<file path="config.mk">
export PLATFORM = sky130hd
export DESIGN_NAME = sense_seq_top
export DESIGN_NICKNAME = d
export VERILOG_FILES = /design/src/rtl/sense_seq_pkg.sv /design/src/rtl/sense_seq_trigger.sv /design/src/rtl/sense_seq_nap_timer.sv /design/src/rtl/sense_seq_top.sv
export SDC_FILE = /design/constraint.sdc
export NUM_CORES = 1
export LEC_CHECK = 0
export BUFFER_PORTS_ARGS = -buffer_cell sky130_fd_sc_hd__clkbuf_2
export CAP_MARGIN = 10
export CORE_MARGIN = 4
export CORE_UTILIZATION = 65
export CTS_BUF_LIST = sky130_fd_sc_hd__clkbuf_8
export DETAILED_ROUTE_END_ITERATION = 10
export PLACE_DENSITY_LB_ADDON = 0.1
export SLEW_MARGIN = 5
export SYNTH_ARGS = -nofsm -noshare
export SYNTH_HDL_FRONTEND = slang
export SYNTH_HIERARCHICAL = 1
export SYNTH_SLANG_ARGS = --single-unit
</file>
<file path="constraint.sdc">
create_clock -name clk -period 3.7 [get_ports clk]
set_input_delay 0.37 -clock clk [delete_from_list [all_inputs] [get_ports clk]]
set_output_delay 0.37 -clock clk [all_outputs]
set_load 0.01 [all_outputs]
</file>
<file path="src/rtl/sense_seq_pkg.sv">
package sense_seq_pkg;

  localparam int MS_W = 15;

  localparam logic [1:0] MODE_STBY  = 2'd0;
  localparam logic [1:0] MODE_SLEEP = 2'd1;
  localparam logic [1:0] MODE_CONT  = 2'd2;
  localparam logic [1:0] MODE_NAP   = 2'd3;

  localparam logic [1:0] CH_T = 2'd0;
  localparam logic [1:0] CH_X = 2'd1;
  localparam logic [1:0] CH_Y = 2'd2;
  localparam logic [1:0] CH_Z = 2'd3;

  typedef enum logic [1:0] {
    ST_IDLE = 2'd0,
    ST_STEP = 2'd1,
    ST_WAIT = 2'd2,
    ST_NAP  = 2'd3
  } seq_state_e;

  typedef struct packed {
    logic [2:0]       n;
    logic [3:0][1:0]  ch;
  } plan_t;

  // Channel plan for one set: temperature first, then magnetic order.
  function automatic plan_t plan_of(input logic [3:0] code, input logic t_en);
    plan_t p;
    logic [2:0][1:0] m;
    int mn;
    int base;
    m  = '0;
    mn = 0;
    case (code)
      4'h1: begin m[0] = CH_X; mn = 1; end
      4'h2: begin m[0] = CH_Y; mn = 1; end
      4'h3: begin m[0] = CH_X; m[1] = CH_Y; mn = 2; end
      4'h4: begin m[0] = CH_Z; mn = 1; end
      4'h5: begin m[0] = CH_Z; m[1] = CH_X; mn = 2; end
      4'h6: begin m[0] = CH_Y; m[1] = CH_Z; mn = 2; end
      4'h7: begin m[0] = CH_X; m[1] = CH_Y; m[2] = CH_Z; mn = 3; end
      4'h8: begin m[0] = CH_X; m[1] = CH_Y; m[2] = CH_X; mn = 3; end
      4'h9: begin m[0] = CH_Y; m[1] = CH_X; m[2] = CH_Y; mn = 3; end
      4'hA: begin m[0] = CH_Y; m[1] = CH_Z; m[2] = CH_Y; mn = 3; end
      4'hB: begin m[0] = CH_X; m[1] = CH_Z; m[2] = CH_X; mn = 3; end
      default: mn = 0;
    endcase
    p = '0;
    base = t_en ? 1 : 0;
    if (t_en) p.ch[0] = CH_T;
    for (int i = 0; i < 3; i++) begin
      if (i < mn) p.ch[i + base] = m[i];
    end
    p.n = 3'(mn + base);
    return p;
  endfunction

  function automatic logic [MS_W-1:0] nap_ms(input logic [3:0] code);
    case (code)
      4'h0: return MS_W'(1);
      4'h1: return MS_W'(5);
      4'h2: return MS_W'(10);
      4'h3: return MS_W'(15);
      4'h4: return MS_W'(20);
      4'h5: return MS_W'(30);
      4'h6: return MS_W'(50);
      4'h7: return MS_W'(100);
      4'h8: return MS_W'(500);
      4'h9: return MS_W'(1000);
      4'hA: return MS_W'(2000);
      4'hB: return MS_W'(5000);
      default: return MS_W'(20000);
    endcase
  endfunction

  function automatic logic [5:0] samples_of(input logic [2:0] code);
    if (code > 3'd5) return 6'd32;
    return 6'(1 << code);
  endfunction

endpackage

</file>
<file path="src/rtl/sense_seq_trigger.sv">
module sense_seq_trigger (
  input  logic clk,
  input  logic rst_n,
  input  logic trig_sel,
  input  logic host_go,
  input  logic ext_trig,
  output logic trig_evt
);
  logic ext_q;
  logic ext_rise;

  always_ff @(posedge clk or negedge rst_n) begin
    if (!rst_n) ext_q <= 1'b0;
    else        ext_q <= ext_trig;
  end

  assign ext_rise = ext_trig & ~ext_q;
  assign trig_evt = trig_sel ? ext_rise : host_go;
endmodule

</file>
<file path="src/rtl/sense_seq_nap_timer.sv">
module sense_seq_nap_timer #(
  parameter int TICKS_PER_MS = 1000,
  parameter int MS_W         = 15
) (
  input  logic            clk,
  input  logic            rst_n,
  input  logic            load,
  input  logic [MS_W-1:0] ms_val,
  input  logic            run,
  output logic            expire
);
  localparam int PW = (TICKS_PER_MS > 1) ? $clog2(TICKS_PER_MS) : 1;
  localparam logic [PW-1:0] PLAST = PW'(TICKS_PER_MS - 1);

  logic [PW-1:0]   presc;
  logic [MS_W-1:0] ms_left;
  logic            ms_tick;

  assign ms_tick = run && (presc == PLAST);
  assign expire  = ms_tick && (ms_left == MS_W'(1));

  always_ff @(posedge clk or negedge rst_n) begin
    if (!rst_n) begin
      presc   <= '0;
      ms_left <= '0;
    end else if (load) begin
      presc   <= '0;
      ms_left <= ms_val;
    end else if (run) begin
      if (ms_tick) begin
        presc   <= '0;
        ms_left <= ms_left - MS_W'(1);
      end else begin
        presc <= presc + PW'(1);
      end
    end
  end
endmodule

</file>
<file path="src/rtl/sense_seq_top.sv">
module sense_seq_top
  import sense_seq_pkg::*;
#(
  parameter int TICKS_PER_MS = 1000,
  parameter int SET_CNT_W    = 3
) (
  input  logic                 clk,
  input  logic                 rst_n,
  input  logic [1:0]           pwr_mode,
  input  logic                 trig_sel,
  input  logic [3:0]           chan_code,
  input  logic                 temp_en,
  input  logic [2:0]           avg_code,
  input  logic [3:0]           nap_code,
  input  logic                 host_go,
  input  logic                 ext_trig,
  input  logic                 conv_done,
  input  logic                 rd_ack,
  output logic                 conv_start,
  output logic [1:0]           conv_chan,
  output logic [5:0]           conv_samples,
  output logic                 busy,
  output logic [SET_CNT_W-1:0] set_count,
  output logic                 result_ready,
  output logic                 set_done
);
  seq_state_e state;
  plan_t      plan_q;
  plan_t      plan_now;
  logic [2:0] idx;
  logic       set_done_q;

  // Named internal events for the checker
  logic trig_evt;
  logic seq_idle;
  logic start_evt;
  logic set_fin;
  logic nap_load;
  logic nap_expire;

  sense_seq_trigger u_trig (
    .clk      (clk),
    .rst_n    (rst_n),
    .trig_sel (trig_sel),
    .host_go  (host_go),
    .ext_trig (ext_trig),
    .trig_evt (trig_evt)
  );

  sense_seq_nap_timer #(
    .TICKS_PER_MS (TICKS_PER_MS),
    .MS_W         (MS_W)
  ) u_nap (
    .clk    (clk),
    .rst_n  (rst_n),
    .load   (nap_load),
    .ms_val (nap_ms(nap_code)),
    .run    (state == ST_NAP),
    .expire (nap_expire)
  );

  assign plan_now  = plan_of(chan_code, temp_en);
  assign seq_idle  = (state == ST_IDLE);
  assign start_evt = seq_idle && (((pwr_mode == MODE_STBY) && trig_evt) ||
                                  (pwr_mode == MODE_CONT) || (pwr_mode == MODE_NAP));
  assign set_fin   = (state == ST_STEP) && (idx == plan_q.n);
  assign nap_load  = set_fin && (pwr_mode == MODE_NAP);

  assign conv_start   = (state == ST_STEP) && (idx != plan_q.n);
  assign conv_chan    = plan_q.ch[idx[1:0]];
  assign conv_samples = samples_of(avg_code);
  assign busy         = (state == ST_STEP) || (state == ST_WAIT);
  assign set_done     = set_done_q;

  always_ff @(posedge clk or negedge rst_n) begin
    if (!rst_n) begin
      state        <= ST_IDLE;
      plan_q       <= '0;
      idx          <= '0;
      set_count    <= '0;
      result_ready <= 1'b0;
      set_done_q   <= 1'b0;
    end else begin
      set_done_q <= 1'b0;
      if (rd_ack) result_ready <= 1'b0;
      case (state)
        ST_IDLE: begin
          if (start_evt) begin
            plan_q       <= plan_now;
            idx          <= '0;
            result_ready <= 1'b0;
            state        <= ST_STEP;
          end
        end
        ST_STEP: begin
          if (set_fin) begin
            set_done_q   <= 1'b1;
            set_count    <= set_count + SET_CNT_W'(1);
            result_ready <= 1'b1;
            state        <= (pwr_mode == MODE_NAP) ? ST_NAP : ST_IDLE;
          end else begin
            state <= ST_WAIT;
          end
        end
        ST_WAIT: begin
          if (conv_done) begin
            idx   <= idx + 3'd1;
            state <= ST_STEP;
          end
        end
        ST_NAP: begin
          if ((pwr_mode != MODE_NAP) || nap_expire) state <= ST_IDLE;
        end
        default: state <= ST_IDLE;
      endcase
    end
  end
endmodule

</file>
==> impl_results.md, run 1 <==
- Max_slew headroom: 0.572
- GRT Residual Overflow: 0
- Share of power burned in registers: 0.438
- DR vias: 2499
- Hold Violations, Final: 0
- Switching Fraction: 0.382
- Mapped Avg Cell Area: 9.24 um^2
- CTS tree: built
- Leak: 1.48 nW
- Placed inst area: 3260 um^2
- Mapped Nets: 370
- Post-CTS sizing: 0
- FP Rows: 24
- 1st-pass router iterations: 4
- Vias per cell: 6.01
- Fin crit period: 2.76 ns
- Post-synthesis cell type count: 63
- Ys flop type: dfrtp_1
- Initial antenna violation count: 0
- Initial core utilization: 0.688
- Most frequent cells after synthesis: dfrtp_1, nor2_1, nand2_1
- Clk_skew: 0.00519 ns
- Post-route clock period utilization: 0.746
- Area contributors post-synth: dfrtp_1, ha_1, xnor2_1, nor2_1, o21ai_0
- Comb pwr share: 0.397
- Switching power total: 0.784 mW
- Highest clock rate: 362 MHz
- Crit-path cells: or4_4 > nor4_1 > nand2_1 > nor4b_1 > nor3b_1 > nor3_2 > mux2_2
- DRC viols: 0
- Die X: 76.8 um
- VDD IR max: 439 uV
- Die area: 5900 um^2
- Post-Synthesis Cells: 333
- Placed cell count: 408
- EDFF count, synth: 0
- Clk root buf: clkbuf_8
- Filler cells: 324
- Routed len/inst: 15.1 um
- PwrDens: 610 nW/um^2
- GRT Overall Usage: 0.220
- Async set-reset flop share out of synthesis: 1.00
- Slew @ Worst Pin: 0.642 ns
- Area grow syn2layout: 9.27%
- CTS H-tree lvls: 2
- CTS hold repair buffers: 0
- Area of the core: 4470 um^2
- Worst hold path class: input pin to asynchronous set/reset pin
- CP peak stage delay: 0.56 ns
- RSZ-0062 raised after global routing: false
- Req. time, crit path: 3.89 ns
- Reg clk slew, reported paths: 0.09 ns
- Synth Register Bits: 47
- # IOs: 36
- Die height: 76.8 um
- Ant diodes: 0
- First-pass GRT wire length: 10900 um
- CTS Buf Count: 5
- Clock Sinks: 47
- Final Wtd Congestion: 0.852
- Crit path max-delay cell type: or4_4
- Final Total Pwr: 2.05 mW
- Clock Path Buffers: 2
- Synth area leader: dfrtp_1
- Cell with the most instances after synthesis: dfrtp_1
- Crit Path Category: register to register
- Final slew viol count: 0
- Max Cap Viol: 0
- Detailed Route Iter0 Violations: 146
- Capturing point of the worst reg2reg path: state[0]
- Worst Setup End Kind: register
- Share of the yosys chip area belonging to registers: 0.382
- Post-CTS Setup Inserts: 0
- Mapped Area: 3080 um^2
- DRT antenna net count: 0
- Setup TNS: 0 ns
- Final setup fails: 0
- Reg-to-reg slack, setup: 0.94 ns
- Nets: 400
- Status: completed
- Fin area: 3360 um^2
- Clock share of power: 0.165
- Share of cells above drive strength 1: 0.195
- Port buffer count: 35
- Hpwl dp: 4790 um
- Critical path peak fanout: 6
- Int Pwr: 1.27 mW
- Aggregate routed wire length: 6280 um
- Worst Setup Start Kind: register
- Arrival time at the worst endpoint: 2.95 ns
- Vias in the first global route: 2448
- Critical R2R Launch: u_nap/ms_left[7]
- Post-synth top area share: 0.382
- Non-filler cells, final: 416
- R2R cell count: 7
- Clk_lat worst skew: 0.30 ns
- Yosys warning count: 6
- Largest net degree at the start of global routing: 48
[cell families after synthesis]
| kind of cell | synth area share |
|---|---|
| buffers and inverters | 0.0484 |
| other | 0.00122 |
| XOR/XNOR | 0.0541 |
| multiplexers | 0.0671 |
| flip-flops | 0.382 |
| AO/OA/AOI/OAI | 0.144 |
| adder cells (fa/ha/maj) | 0.0651 |
| AND/OR/NAND/NOR | 0.238 |
[stage by stage]
step,hold slack [ns],utilization,worst slack [ns]
2_1_floorplan,0.0744,-,1.34
3_5_place_dp,0.461,0.728,0.931
5_1_grt,0.187,0.751,0.744
6_report,0.141,0.751,0.941
4_1_cts,0.172,0.751,0.929
3_3_place_gp,0.457,0.728,1.07
[power by group through the flow]
stage	clock network [mW]	registers (mW)	logic, mW
after detailed placement	0	0.903	0.817
final	0.338	0.898	0.814
after global routing	0.369	0.925	0.922
after global placement	0	0.893	0.785
after floorplan	0	0.864	0.614
after CTS	0.347	0.895	0.821
[placed cells by master, fill, tap and decap left out, drive strengths merged, types with 3 or more instances in the layout]
cell,netlist,routed
a21oi,3,3
a31oi,9,9
and2,4,4
and2b,3,3
and4b,3,3
clkbuf,7,42
dfrtp,47,47
ha,16,16
inv,19,19
mux2,9,9
mux2i,6,6
nand2,27,27
nand2b,3,3
nand3,6,6
nand4,8,8
nor2,29,29
nor2b,5,5
nor3,10,10
nor3b,5,5
nor4,3,3
o211ai,6,6
o21a,3,3
o21ai,25,25
o22ai,4,4
o31ai,3,3
or2,3,3
or3,8,8
or4,7,7
xnor2,13,13
xor2,6,6
[routing by layer]
metal | vias up | GRT usage | share of wire
li1 | 1258 | - | -
met1 | 1190 | 0.291 | 0.45
met4 | 0 | 0.0743 | 0.016
met3 | 11 | 0.0398 | 0.032
met5 | - | 0 | 0
met2 | 40 | 0.365 | 0.50
[how the worst max path moves through the flow]
stage / slack [ns] / start / end / cells past startpoint
after floorplan: 1.34 / u_nap/ms_left[7] / state[0] / 7
after global placement: 1.07 / u_nap/ms_left[7] / state[0] / 7
after detailed placement: 0.93 / u_nap/ms_left[7] / state[0] / 7
after CTS: 0.93 / u_nap/ms_left[7] / state[0] / 7
after global routing: 0.74 / u_nap/ms_left[7] / state[0] / 7
final: 0.94 / u_nap/ms_left[7] / state[0] / 7
[cell type report]
cell class	instances	area [um^2]	share of cell area
timing repair buffer	37	190	0.0566
sequential	47	1180	0.350
multi-input combinational	252	1750	0.521
inverter	20	75.1	0.0223
clock buffer	7	96.3	0.0287
clock inverter	1	7.51	0.00223
tap	52	65.1	0.0194
[worst max-delay path: cells and delay by family (launching register included)]
kind,cells,cell delay (ns)
flops,1,0.43
mux,1,0.36
simple gates,6,1.85
[flip-flops by register name, summed over array words and instances, names as in the netlist]
register / cells
idx: 3
set_done: 1
u_nap/ms_left: 15
u_trig/ext_q: 1
state: 2
result_ready: 1
plan_q: 11
u_nap/presc: 10
set_count: 3
Power figures use the tool's default switching activity.
==> inputs of run 2 (changes only) <==
- CORE_UTILIZATION: 65 -> 55
- clock period: 3.7 -> 2.3 ns (I/O delays scaled with it)
==> impl_results.md, run 2 (synthesis results as in run 1) <==
- Critical path peak fanout: 3
- Biggest register: u_nap/ms_left
- Die height: 82.8 um
- DRC viols: 0
- FP Rows: 26
- Final Total Pwr: 3.46 mW
- Vias in the first global route: 2512
- RSZ-0062 raised after global routing: true
- Area of the core: 5270 um^2
- Final setup fails: 1
- Max Cap Viol: 0
- Worst Setup Start Kind: register
- Final Wtd Congestion: 0.866
- Most common cell after layout, fill and taps aside: dfrtp_1
- Clk_skew: 0.00547 ns
- Int Pwr: 2.13 mW
- Post-route clock period utilization: 1.03
- Clk root buf: clkbuf_8
- # IOs: 36
- Detailed Route Iter0 Violations: 158
- Aggregate routed wire length: 6640 um
- Leak: 1.61 nW
- Area grow syn2layout: 16.5%
- Clock share of power: 0.145
- CTS Buf Count: 5
- Status: complete, but fails checks
- Setup ws final: -0.0756 ns
- Share of cells above drive strength 1: 0.247
- Routed len/inst: 14.6 um
- Largest net degree at the start of global routing: 26
- Reg clk slew, reported paths: 0.09 ns
- Req. time, crit path: 2.49 ns
- Nets: 421
- Port buffer count: 35
- PwrDens: 966 nW/um^2
- Die X: 82.8 um
- Clock Path Buffers: 2
- Failing checks: negative setup slack
- Initial antenna violation count: 0
- DRT antenna net count: 0
- Filler cells: 447
- VDD IR max: 723 uV
- Clock Sinks: 47
- Crit Path Category: register to register
- Worst hold path class: input pin to register
- Switching Fraction: 0.386
- Setup TNS: -0.0756 ns
- First-pass GRT wire length: 11300 um
- Largest regs: u_nap/ms_left: 15 flops, plan_q: 11 flops, u_nap/presc: 10 flops
- Share of power burned in registers: 0.403
- Max_slew headroom: 0.544
- Clk_lat worst skew: 0.30 ns
- Hpwl dp: 4920 um
- Vias per cell: 5.71
- Most frequent cells in the layout: dfrtp_1, clkbuf_2, nor2_1
- Initial core utilization: 0.584
- Final slew viol count: 0
- Arrival time at the worst endpoint: 2.56 ns
- Ant diodes: 0
- Fin crit period: 2.38 ns
- Highest clock rate: 421 MHz
- Worst Setup End Kind: register
- CTS H-tree lvls: 2
- 1st-pass router iterations: 5
- Slew @ Worst Pin: 0.678 ns
- CTS tree: built
- Flip-flop count of the largest register after layout: 15
- Die area: 6860 um^2
- Comb pwr share: 0.452
- DR vias: 2596
- GRT Overall Usage: 0.212
- Switching power total: 1.34 mW
- GRT Residual Overflow: 0
- Hold Violations, Final: 0
## run 2: cell types whose count changed in the layout (fill, tap and decap cells not counted), sizes merged
cell,before,now
dlygate4sd3,0,1
clkinvlp,1,2
clkinv,1,2
clkbuf,42,40
buf,2,22
## run 2: final timing paths
| path | startpoint | to | slack [ns] | depth (start not counted) |
|---|---|---|---|---|
| max in group asynchronous | rst_n | u_nap/presc[1] | 1.11 | 3 |
| min reg2reg | set_count[2] | set_count[2] | 0.47 | 1 |
| min | ext_trig | u_trig/ext_q | 0.04 | 1 |
| max | u_nap/ms_left[9] | state[0] | -0.08 | 8 |
| max reg2reg | u_nap/ms_left[9] | state[0] | -0.08 | 8 |
| min in group asynchronous | rst_n | set_count[2] | 0.46 | 2 |
## run 2: final cells by class
cell class / count / area (um^2) / area share
inverter: 20 / 75.1 / 0.0209
multi-input combinational: 252 / 1790 / 0.501
sequential: 47 / 1180 / 0.328
timing repair buffer: 58 / 363 / 0.101
clock buffer: 5 / 68.8 / 0.0192
clock inverter: 3 / 20.0 / 0.00558
tap: 70 / 87.6 / 0.0244
## run 2: through the flow
| step | std cells | hold slack, ns | area (um^2) | util | worst slack, ns |
|---|---|---|---|---|---|
| after floorplan | 333 | -0.0656 | 3080 | - | 0.00541 |
| after global routing | 455 | 0.0405 | 3580 | 0.680 | -0.176 |
| after detailed placement | 444 | 0.256 | 3430 | 0.652 | -0.128 |
| final | 455 | 0.0436 | 3580 | 0.680 | -0.0756 |
| after CTS | 454 | 0.0351 | 3560 | 0.675 | -0.0701 |
| after global placement | 444 | 0.247 | 3430 | 0.652 | -0.0605 |
## run 2: power groups by stage
stage	clock network (mW)	registers [mW]	logic, mW
CTS	0.514	1.39	1.57
global route	0.544	1.45	1.76
global placement	0	1.38	1.50
detailed placement	0	1.39	1.54
floorplan	0	1.39	0.991
finish	0.501	1.39	1.57
## run 2: repair_timing
action,CTS,global route
pin swaps,1,1
setup endpoints to repair,2,2
setup buffers,1,1
endpoints found under the hold margin,22,0
gates resized for setup,2,4
hold buffers,1,0
## run 2: layer usage
| metal | share of wire | GRT usage | vias up |
|---|---|---|---|
| met1 | 0.44 | 0.266 | 1212 |
| li1 | - | - | 1305 |
| met4 | 0.025 | 0.0850 | 0 |
| met2 | 0.49 | 0.361 | 60 |
| met3 | 0.040 | 0.0389 | 19 |
| met5 | 0 | 0 | - |
## run 2: worst max-delay path, cell delays in order, from the launching register on
cell and delay (ns):
dfrtp_1 0.39, or4_4 0.56, nor4_4 0.26, buf_4 0.17
nand2_4 0.06, nor4b_4 0.24, nor3b_2 0.08, nor3_2 0.14
mux2_2 0.36
==> inputs of run 3 (changes only) <==
- CORE_MARGIN: 4 -> 10
- PLACE_DENSITY_LB_ADDON: 0.1 -> 0.2
==> impl_results.md, run 3 (synthesis results as in run 1) <==
- Status: completed
- Most common cell after layout, fill and taps aside: dfrtp_1
- Vias in the first global route: 2559
- FP Rows: 27
- Vias per cell: 5.75
- Crit path max-delay cell type: or4_4
- CTS Buf Count: 5
- Die height: 94.8 um
- Highest clock rate: 445 MHz
- Area of the core: 5470 um^2
- Most frequent cells in the layout: dfrtp_1, clkbuf_2, nor2_1
- Port buffer count: 35
- Initial antenna violation count: 0
- Post-route clock period utilization: 0.978
- DRT antenna net count: 0
- Share of cells above drive strength 1: 0.245
- Largest net degree at the start of global routing: 34
- Clk root buf: clkbuf_8
- Max_slew headroom: 0.585
- DR vias: 2615
- Worst Setup Start Kind: register
- RSZ-0062 raised after global routing: true
- Clk_lat worst skew: 0.30 ns
- Final setup fails: 0
- Critical path peak fanout: 3
- Critical R2R Launch: u_nap/ms_left[12]
- Area grow syn2layout: 16.8%
- Fin crit period: 2.25 ns
- CTS H-tree lvls: 2
- DRC viols: 0
- Leak: 1.60 nW
- Req. time, crit path: 2.50 ns
- Die area: 8990 um^2
- CTS tree: built
- Biggest register: u_nap/ms_left
- 1st-pass router iterations: 4
- Slew @ Worst Pin: 0.623 ns
- GRT Residual Overflow: 0
- Filler cells: 457
- Dpl ws: -0.114 ns
- VDD IR max: 645 uV
- Final Wtd Congestion: 0.858
- Die X: 94.8 um
- Largest regs: u_nap/ms_left: 15 flops, plan_q: 11 flops, u_nap/presc: 10 flops
- Reg-to-reg slack, setup: 0.05 ns
- Hpwl dp: 5350 um
- Final slew viol count: 0
- Worst Setup End Kind: register
- Flip-flop count of the largest register after layout: 15
- Crit Path Category: register to register
- Nets: 419
- Aggregate routed wire length: 7010 um
- Crit-path cells: or4_4 > nor4_4 > nand2_1 > nor4b_2 > nor3b_1 > nor3_2 > mux2_4
- Setup ws final: 0.0505 ns
- CP peak stage delay: 0.56 ns
- Placed inst area: 3420 um^2
- # IOs: 36
- Routed len/inst: 15.4 um
- Clock Sinks: 47
- Setup crit start: u_nap/ms_left[12]
- Detailed Route Iter0 Violations: 167
- Reg clk slew, reported paths: 0.09 ns
- Fin area: 3590 um^2
- Clock Path Buffers: 2
- Final Total Pwr: 3.56 mW
- GRT Overall Usage: 0.162
- Ant diodes: 0
- Arrival time at the worst endpoint: 2.45 ns
- Setup TNS: 0 ns
- Worst hold path class: input pin to register
- Hold Violations, Final: 0
- Initial core utilization: 0.562
- Max Cap Viol: 0
- PwrDens: 991 nW/um^2
- Min-delay src: ext_trig
- Clk_skew: 0.00881 ns
- First-pass GRT wire length: 11800 um
==> run 3: changes by cell type in the layout (fill, tap and decap cells not counted), sizes merged <==
cell / change
buf: -2
clkinvlp: -1
bufinv: +1
==> run 3: worst paths after layout <==
kind | endpoint | cells after the start
max | state[0] | 7
min | u_trig/ext_q | 1
max reg2reg | state[0] | 7
min reg2reg | set_count[2] | 1
max in group asynchronous | idx[2] | 3
min in group asynchronous | u_nap/presc[6] | 2
==> run 3: cell type report <==
cell class	instances	area (um^2)	share of cell area
repair buffers	56	348	0.0968
multi-input cells	252	1790	0.497
inverters	20	78.8	0.0219
clock inverters	3	43.8	0.0122
well taps	72	90.1	0.0251
flip-flops and latches	47	1180	0.327
clock buffers	5	68.8	0.0192
==> run 3: worst max-delay path, delay by kind of cell (launching register included) <==
family	cells	cell delay (ns)
simple gates	6	1.43
flops	1	0.39
mux	1	0.32
==> run 3: where the power goes <==
group,switching (mW),internal [mW],total [mW]
Clock,0.283,0.324,0.606
Combinational,0.799,0.761,1.56
Sequential,0.250,1.14,1.39
Total,1.33,2.23,3.56
==> run 3: what timing repair did <==
item,4_1_cts,5_1_grt
buffers inserted,1,1
resized for setup,3,3
pin swaps,4,2
endpoints found under the hold margin,14,0
hold buffers,1,0
setup endpoints to repair,2,4
==> run 3: per-stage QoR <==
stage	instances	util	hold slack (ns)
2_1_floorplan	333	-	-0.0656
3_3_place_gp	444	0.625	0.156
3_5_place_dp	444	0.625	0.158
4_1_cts	454	0.652	0.0370
5_1_grt	455	0.656	0.0372
6_report	455	0.656	0.0485
==> run 3: routing by layer <==
metal	vias to the layer above	wire length, um	global-route usage
li1	1289	-	-
met4	0	155	0.0698
met3	14	278	0.0381
met1	1268	2900	0.183
met2	44	3670	0.284
met5	-	0	0
